===== src/rtl/xlat_pkg.sv =====
package xlat_pkg;
  typedef enum logic [1:0] {
    MNT_NONE        = 2'd0,
    MNT_FLUSH_ALL   = 2'd1,
    MNT_FLUSH_LOCAL = 2'd2,
    MNT_DEMAP       = 2'd3
  } mnt_e;

  // size-1 mask per page-size code; code 3 behaves as 4 KiB
  function automatic logic [63:0] pg_mask(input logic [1:0] code);
    case (code)
      2'd1:    pg_mask = 64'h1F_FFFF;
      2'd2:    pg_mask = 64'h3F_FFFF;
      default: pg_mask = 64'hFFF;
    endcase
  endfunction
endpackage


===== src/rtl/xlat_match.sv =====
module xlat_match import xlat_pkg::*; #(
  parameter int N    = 8,
  parameter int VA_W = 32,
  localparam int IW  = (N > 1) ? $clog2(N) : 1
) (
  input  logic [N-1:0]           valid_i,
  input  logic [N-1:0][VA_W-1:0] start_i,
  input  logic [N-1:0][1:0]      szc_i,
  input  logic [VA_W-1:0]        va_i,
  output logic                   hit_o,
  output logic [IW-1:0]          idx_o
);
  logic [N-1:0] m;

  for (genvar g = 0; g < N; g++) begin : g_ent
    logic [63:0]   mk;
    logic [VA_W:0] lo, hi;
    assign mk   = pg_mask(szc_i[g]);
    assign lo   = {1'b0, start_i[g]};
    assign hi   = lo + {1'b0, mk[VA_W-1:0]} + 1'b1;
    assign m[g] = valid_i[g] && ({1'b0, va_i} >= lo) && ({1'b0, va_i} < hi);
  end

  always_comb begin
    hit_o = |m;
    idx_o = '0;
    for (int k = N - 1; k >= 0; k--) if (m[k]) idx_o = IW'(k);
  end
endmodule


===== src/rtl/xlat_age.sv =====
module xlat_age #(
  parameter int N   = 8,
  localparam int IW = (N > 1) ? $clog2(N) : 1
) (
  input  logic                 clk_i,
  input  logic                 rst_ni,
  input  logic                 touch_i,
  input  logic [IW-1:0]        touch_idx_i,
  output logic [N-1:0][IW-1:0] age_o
);
  logic [N-1:0][IW-1:0] age_q;
  logic [IW-1:0]        ref_age;

  assign ref_age = age_q[touch_idx_i];
  assign age_o   = age_q;

  always_ff @(posedge clk_i or negedge rst_ni) begin
    if (!rst_ni) begin
      for (int k = 0; k < N; k++) age_q[k] <= IW'(k);
    end else if (touch_i) begin
      for (int k = 0; k < N; k++) begin
        if (IW'(k) == touch_idx_i)   age_q[k] <= '0;
        else if (age_q[k] < ref_age) age_q[k] <= age_q[k] + 1'b1;
      end
    end
  end
endmodule


===== src/rtl/xlat_victim.sv =====
module xlat_victim #(
  parameter int N   = 8,
  localparam int IW = (N > 1) ? $clog2(N) : 1
) (
  input  logic [N-1:0]         valid_i,
  input  logic [N-1:0][IW-1:0] age_i,
  output logic [IW-1:0]        idx_o
);
  logic [IW-1:0] free_idx, lru_idx;

  always_comb begin
    free_idx = '0;
    lru_idx  = '0;
    for (int k = N - 1; k >= 0; k--) begin
      if (!valid_i[k])               free_idx = IW'(k);
      if (age_i[k] == IW'(N - 1))    lru_idx  = IW'(k);
    end
    idx_o = (&valid_i) ? lru_idx : free_idx;
  end
endmodule


===== src/rtl/xlat_cache.sv =====
module xlat_cache import xlat_pkg::*; #(
  parameter int N    = 8,
  parameter int VA_W = 32,
  parameter int PA_W = 32,
  localparam int IW  = (N > 1) ? $clog2(N) : 1
) (
  input  logic            clk_i,
  input  logic            rst_ni,
  input  logic            lk_req_i,
  input  logic [VA_W-1:0] lk_vaddr_i,
  input  logic            lk_touch_i,
  output logic            lk_valid_o,
  output logic            lk_hit_o,
  output logic [PA_W-1:0] lk_paddr_o,
  output logic            lk_user_o,
  output logic            lk_wr_o,
  input  logic            ins_i,
  input  logic [VA_W-1:0] ins_vaddr_i,
  input  logic [1:0]      ins_size_i,
  input  logic [PA_W-1:0] ins_pbase_i,
  input  logic            ins_user_i,
  input  logic            ins_wr_i,
  input  logic            ins_glob_i,
  input  logic [1:0]      mnt_op_i,
  input  logic [VA_W-1:0] mnt_vaddr_i
);
  logic [N-1:0]            valid_q, glob_q, user_q, wr_q;
  logic [N-1:0][VA_W-1:0]  start_q;
  logic [N-1:0][1:0]       szc_q;
  logic [N-1:0][PA_W-1:0]  pbase_q;
  logic [N-1:0][IW-1:0]    age_q;

  logic            mnt_act, ins_go, lk_go, touch;
  logic            lk_hit_c, dm_hit;
  logic [IW-1:0]   lk_idx, dm_idx, vic_idx, touch_idx;
  logic [63:0]     ins_mk, lk_mk;
  logic [VA_W-1:0] ins_start;
  logic [PA_W-1:0] paddr_c;

  assign mnt_act = (mnt_op_i != MNT_NONE);
  assign ins_go  = ins_i && !mnt_act;
  assign lk_go   = lk_req_i && lk_hit_c && !mnt_act;

  xlat_match #(.N(N), .VA_W(VA_W)) u_lk_match (
    .valid_i(valid_q), .start_i(start_q), .szc_i(szc_q),
    .va_i(lk_vaddr_i), .hit_o(lk_hit_c), .idx_o(lk_idx)
  );

  xlat_match #(.N(N), .VA_W(VA_W)) u_dm_match (
    .valid_i(valid_q), .start_i(start_q), .szc_i(szc_q),
    .va_i(mnt_vaddr_i), .hit_o(dm_hit), .idx_o(dm_idx)
  );

  xlat_victim #(.N(N)) u_victim (
    .valid_i(valid_q), .age_i(age_q), .idx_o(vic_idx)
  );

  // insert owns the recency port over a same-cycle lookup
  assign touch     = ins_go || (lk_go && lk_touch_i);
  assign touch_idx = ins_go ? vic_idx : lk_idx;

  xlat_age #(.N(N)) u_age (
    .clk_i(clk_i), .rst_ni(rst_ni), .touch_i(touch),
    .touch_idx_i(touch_idx), .age_o(age_q)
  );

  assign ins_mk    = pg_mask(ins_size_i);
  assign ins_start = ins_vaddr_i & ~ins_mk[VA_W-1:0];
  assign lk_mk     = pg_mask(szc_q[lk_idx]);
  assign paddr_c   = pbase_q[lk_idx] | PA_W'(lk_vaddr_i & lk_mk[VA_W-1:0]);

  always_ff @(posedge clk_i or negedge rst_ni) begin
    if (!rst_ni) begin
      valid_q <= '0;
      glob_q  <= '0;
      user_q  <= '0;
      wr_q    <= '0;
      start_q <= '0;
      szc_q   <= '0;
      pbase_q <= '0;
    end else begin
      case (mnt_op_i)
        MNT_FLUSH_ALL:   valid_q <= '0;
        MNT_FLUSH_LOCAL: valid_q <= valid_q & glob_q;
        MNT_DEMAP:       if (dm_hit) valid_q[dm_idx] <= 1'b0;
        default: begin
          if (ins_go) begin
            valid_q[vic_idx] <= 1'b1;
            glob_q[vic_idx]  <= ins_glob_i;
            user_q[vic_idx]  <= ins_user_i;
            wr_q[vic_idx]    <= ins_wr_i;
            start_q[vic_idx] <= ins_start;
            szc_q[vic_idx]   <= ins_size_i;
            pbase_q[vic_idx] <= ins_pbase_i;
          end
        end
      endcase
    end
  end

  always_ff @(posedge clk_i or negedge rst_ni) begin
    if (!rst_ni) begin
      lk_valid_o <= 1'b0;
      lk_hit_o   <= 1'b0;
      lk_paddr_o <= '0;
      lk_user_o  <= 1'b0;
      lk_wr_o    <= 1'b0;
    end else begin
      lk_valid_o <= lk_req_i;
      lk_hit_o   <= lk_go;
      lk_paddr_o <= lk_go ? paddr_c : '0;
      lk_user_o  <= lk_go && user_q[lk_idx];
      lk_wr_o    <= lk_go && wr_q[lk_idx];
    end
  end
endmodule


===== config.mk =====
export PLATFORM = sky130hd
export DESIGN_NAME = xlat_cache
export DESIGN_NICKNAME = d
export VERILOG_FILES = /design/src/rtl/xlat_pkg.sv /design/src/rtl/xlat_match.sv /design/src/rtl/xlat_age.sv /design/src/rtl/xlat_victim.sv /design/src/rtl/xlat_cache.sv
export SDC_FILE = /design/constraint.sdc
export NUM_CORES = 2
export LEC_CHECK = 0
export BUFFER_PORTS_ARGS = -buffer_cell sky130_fd_sc_hd__buf_2
export CAP_MARGIN = 5
export CORE_MARGIN = 1.5
export CORE_UTILIZATION = 30
export DETAILED_ROUTE_END_ITERATION = 10
export PLACE_DENSITY = 0.41
export SYNTH_ARGS = -nofsm -noshare
export SYNTH_HDL_FRONTEND = slang
export SYNTH_SLANG_ARGS = --single-unit

===== constraint.sdc =====
create_clock -name clk_i -period 8.8 [get_ports clk_i]
set_input_delay 0.88 -clock clk_i [delete_from_list [all_inputs] [get_ports clk_i]]
set_output_delay 0.88 -clock clk_i [all_outputs]
set_load 0.01 [all_outputs]

==> impl_metrics.env <==
export IMPL_outcome="completed"
export IMPL_finalSetupTns_ps=0
export IMPL_synth_top_family_by_area="adder cells"
export IMPL_cts_sinks=524
export IMPL_dp_slack_ps=366.2
export IMPL_muxShareOfSynthArea_pct=8.789
export IMPL_routed_top_layer="met5"
export IMPL_setup_violations=0
export IMPL_wl_met2_microns=74690
export IMPL_ys_ff_latch=524
export IMPL_ys_flop_type="dfrtp_1"
export IMPL_synth_area_leaders="dfrtp_1 30%, ha_1 22%, nand2_1 6.8%, mux2_2 6.8%, o21ai_0 4.2%"
export IMPL_clk_path_buf_depth=3
export IMPL_num_vias=35000
export IMPL_insertion_delay_ps=690
export IMPL_yosysWarningCount=0
export IMPL_synth_compound_area_share_pct=17.08
export IMPL_maxCapViolCount=0
export IMPL_slowest_delay_ps=460
export IMPL_slew_headroom_pct=25.82
export IMPL_design_core_area_sq_mm=0.1395
export IMPL_crit_path_max_fanout=9
export IMPL_fmax_mhz=122.5
export IMPL_synth_top_cell_area_share_pct=30.40
export IMPL_grt_first_pass_wirelength_microns=229300
export IMPL_cts_tree="built"
export IMPL_synth_cells=4627
export IMPL_setup_worst_path_end_class="flop"
export IMPL_cts_hold_buffers=0
export IMPL_seq_area_frac_synth_pct=31.15
export IMPL_drt_pass1_iter_count=5
export IMPL_met3WireLength_microns=5063
export IMPL_synthSimpleGateAreaFrac_pct=14.04
export IMPL_synth_xor_area_share_pct=2.349
export IMPL_cp_start_kind="flop"
export IMPL_fp_dieW_microns=377.8
export IMPL_numCtsBuffers=71
export IMPL_cp_data_required_time_ps=9350
export IMPL_grt_total_usage_pct=21.44
export IMPL_place_gp_congestion=0.8356
export IMPL_grt_max_degree=147
export IMPL_num_io_pins=176
export IMPL_cellPowerDensity_mw_per_mm2=167.2
export IMPL_via_per_inst=5.212
export IMPL_slowest_stage="o41ai_1"
export IMPL_synthesis_area_per_instance_sq_um=9.108
export IMPL_nFillCells=14560
export IMPL_grt_ovfl_total=0
export IMPL_die_h_microns=377.8
export IMPL_rows=137
export IMPL_drt_met1_wl_microns=69120
export IMPL_synth_area_sq_mm=0.04214
export IMPL_hold_path_class="primary input to asynchronous set/reset pin"
export IMPL_fin_ws_ps=637.2
export IMPL_drt_wl_total_microns=151900
export IMPL_root_buffer="clkbuf_16"
export IMPL_clkTransAtPathRegs_ps=60
export IMPL_final_nets=5682
export IMPL_yosysTopAreaCell="dfrtp_1"
export IMPL_postRouteAntennaNets=0
export IMPL_cp_common_cell="o21ai_0"
export IMPL_floorplan_initialDensity_pct=30.20
export IMPL_die_area_sq_mm=0.1427
export IMPL_crit_type="flop to flop"
export IMPL_drv_slew=0
export IMPL_drt_iter0_drc=1782
export IMPL_fin_crit_ps=8163
export IMPL_area_growth_pct=13.45
export IMPL_synth_adder_area_share_pct=22.77
export IMPL_wl_per_cell_microns=22.63
export IMPL_final_layout_size_suffix_gt1_share_pct=13.59
export IMPL_synthMostInstantiatedCell="nand2_1"
export IMPL_synthTopCellsByCount="761 x nand2_1, 754 x ha_1, 512 x dfrtp_1"
export IMPL_min_period_over_period_pct=92.76
export IMPL_p_leak_nw=22.65
export IMPL_drcViolationCount=0
export IMPL_final_hold_violation_count=0
export IMPL_critical_path_arrival_ps=8720
export IMPL_async_reset_ff_share_pct=100.0
export IMPL_grt_pass1_vias=36220
export IMPL_finClkSkew_ps=27.22
export IMPL_synthDistinctLibCells=94
export IMPL_io_buffers=151
export IMPL_worst_pin_slew_ps=1104
export IMPL_dp_hpwl_microns=105500
export IMPL_synth_edff_count=0
export IMPL_antenna_found_initial=12
export IMPL_syn_nets=5529
export IMPL_rsz0062_at_grt="false"
export IMPL_ir_drop_v=0.0001206
export IMPL_h_tree_depth=3
==> final timing paths <==
path                                                from                           to  slack (ps)  cells past startpoint
min in group clk_i                              lk_req_i         lk_valid_o$_DFF_PN0_         360                      1
worst max register to register      szc_q[9]$_DFFE_PN0P_  u_age.age_o[11]$_DFFE_PN0P_         640                     35
worst min register to register  pbase_q[141]$_DFFE_PN0P_     pbase_q[141]$_DFFE_PN0P_         470                      2
max in group asynchronous                         rst_ni      pbase_q[82]$_DFFE_PN0P_        6830                      3
worst min-delay path                              rst_ni  u_age.age_o[11]$_DFFE_PN0P_         180                      1
worst max-delay path                szc_q[9]$_DFFE_PN0P_  u_age.age_o[11]$_DFFE_PN0P_         640                     35
==> cells by family after synthesis <==
group	after synthesis
adders and majority gates	762
xor gates and xnor gates	113
muxes	336
and+or+nand+nor	1334
DFF	524
AOI/OAI and AO/OA	1136
buffers and inverters	422
==> stage by stage <==
stage	std cells	hold slack (ps)	instance area, sq um	total power [mW]	util (%)
2_1_floorplan	4627	440.1	42140	4.212	-
6_report	6714	175.4	47810	7.995	34.26
3_5_place_dp	6582	456.4	45360	5.012	32.51
4_1_cts	6711	180.6	47780	8.134	34.24
3_3_place_gp	6582	452.6	45360	4.986	32.51
5_1_grt	6712	214.0	47800	8.547	34.26
==> report_power, final <==
part	total [mW]	switching [mW]	internal, mW	leakage, nW
logic	2.16	1.28	0.875	14.5
registers	2.79	0.173	2.61	6.99
clock network	3.05	1.25	1.80	1.20
total	7.99	2.71	5.29	22.6
==> timing repair <==
| item | 4_1_cts | 5_1_grt |
|---|---|---|
| endpoints found under the setup margin | 0 | 32 |
| gates resized for setup | 0 | 6 |
| setup buffers | 0 | 1 |
==> cells in the final DEF (no fill, tap or decap), drive strengths merged, types with 9 or more instances in the layout <==
cell type / count
or3: 11
a21oi: 278
clkinv: 13
o21ai: 366
nor3: 47
nor2: 180
mux2: 256
or2: 11
o211ai: 42
buf: 214
o22ai: 18
nor2b: 44
xor2: 16
o31ai: 18
a21o: 101
xnor2: 97
a2111oi: 18
a211oi: 77
o21a: 75
inv: 292
o41ai: 9
o221ai: 14
nand4: 49
clkbuf: 106
a31oi: 13
dfstp: 12
nand2b: 63
dfrtp: 512
nand3: 91
o2111ai: 26
nand2: 762
and3: 22
mux2i: 80
and4: 10
ha: 754
nor4: 16
==> area by class of cell <==
cell class | instances | area (sq um) | share of cell area [%]
repair buffers | 214 | 1305 | 2.730
multi-input cells | 3681 | 27530 | 57.58
inverters | 288 | 1085 | 2.269
clock buffers | 106 | 2161 | 4.520
clock inverters | 23 | 251.5 | 0.5261
well taps | 1876 | 2347 | 4.910
diodes | 2 | 5.005 | 0.01047
flip-flops and latches | 524 | 13130 | 27.46
==> worst max-delay path, delay by kind of cell (launching register included) <==
family	cells	cell delay [ps]
AOI/OAI and AO/OA	18	4270
and+or+nand+nor	8	1100
adders and majority gates	4	1060
buffers and inverters	3	720
DFF	1	400
muxes	1	310
xor gates and xnor gates	1	160
==> layer usage <==
| layer | GRT usage [%] | vias up |
|---|---|---|
| met1 | 27.42 | 17230 |
| met2 | 38.29 | 540 |
| met3 | 2.367 | 188 |
| li1 | - | 17030 |
| met4 | 4.976 | 12 |
| met5 | 0 | - |
==> state kept, by name, summed over array words and instances, names as in the netlist, 8 cells and up <==
register     count
wr_q             8
glob_q           8
valid_q          8
lk_paddr_o      32
user_q           8
u_age.age_o     24
szc_q           16
start_q        160
pbase_q        256
(Power assumes the default switching activity.)
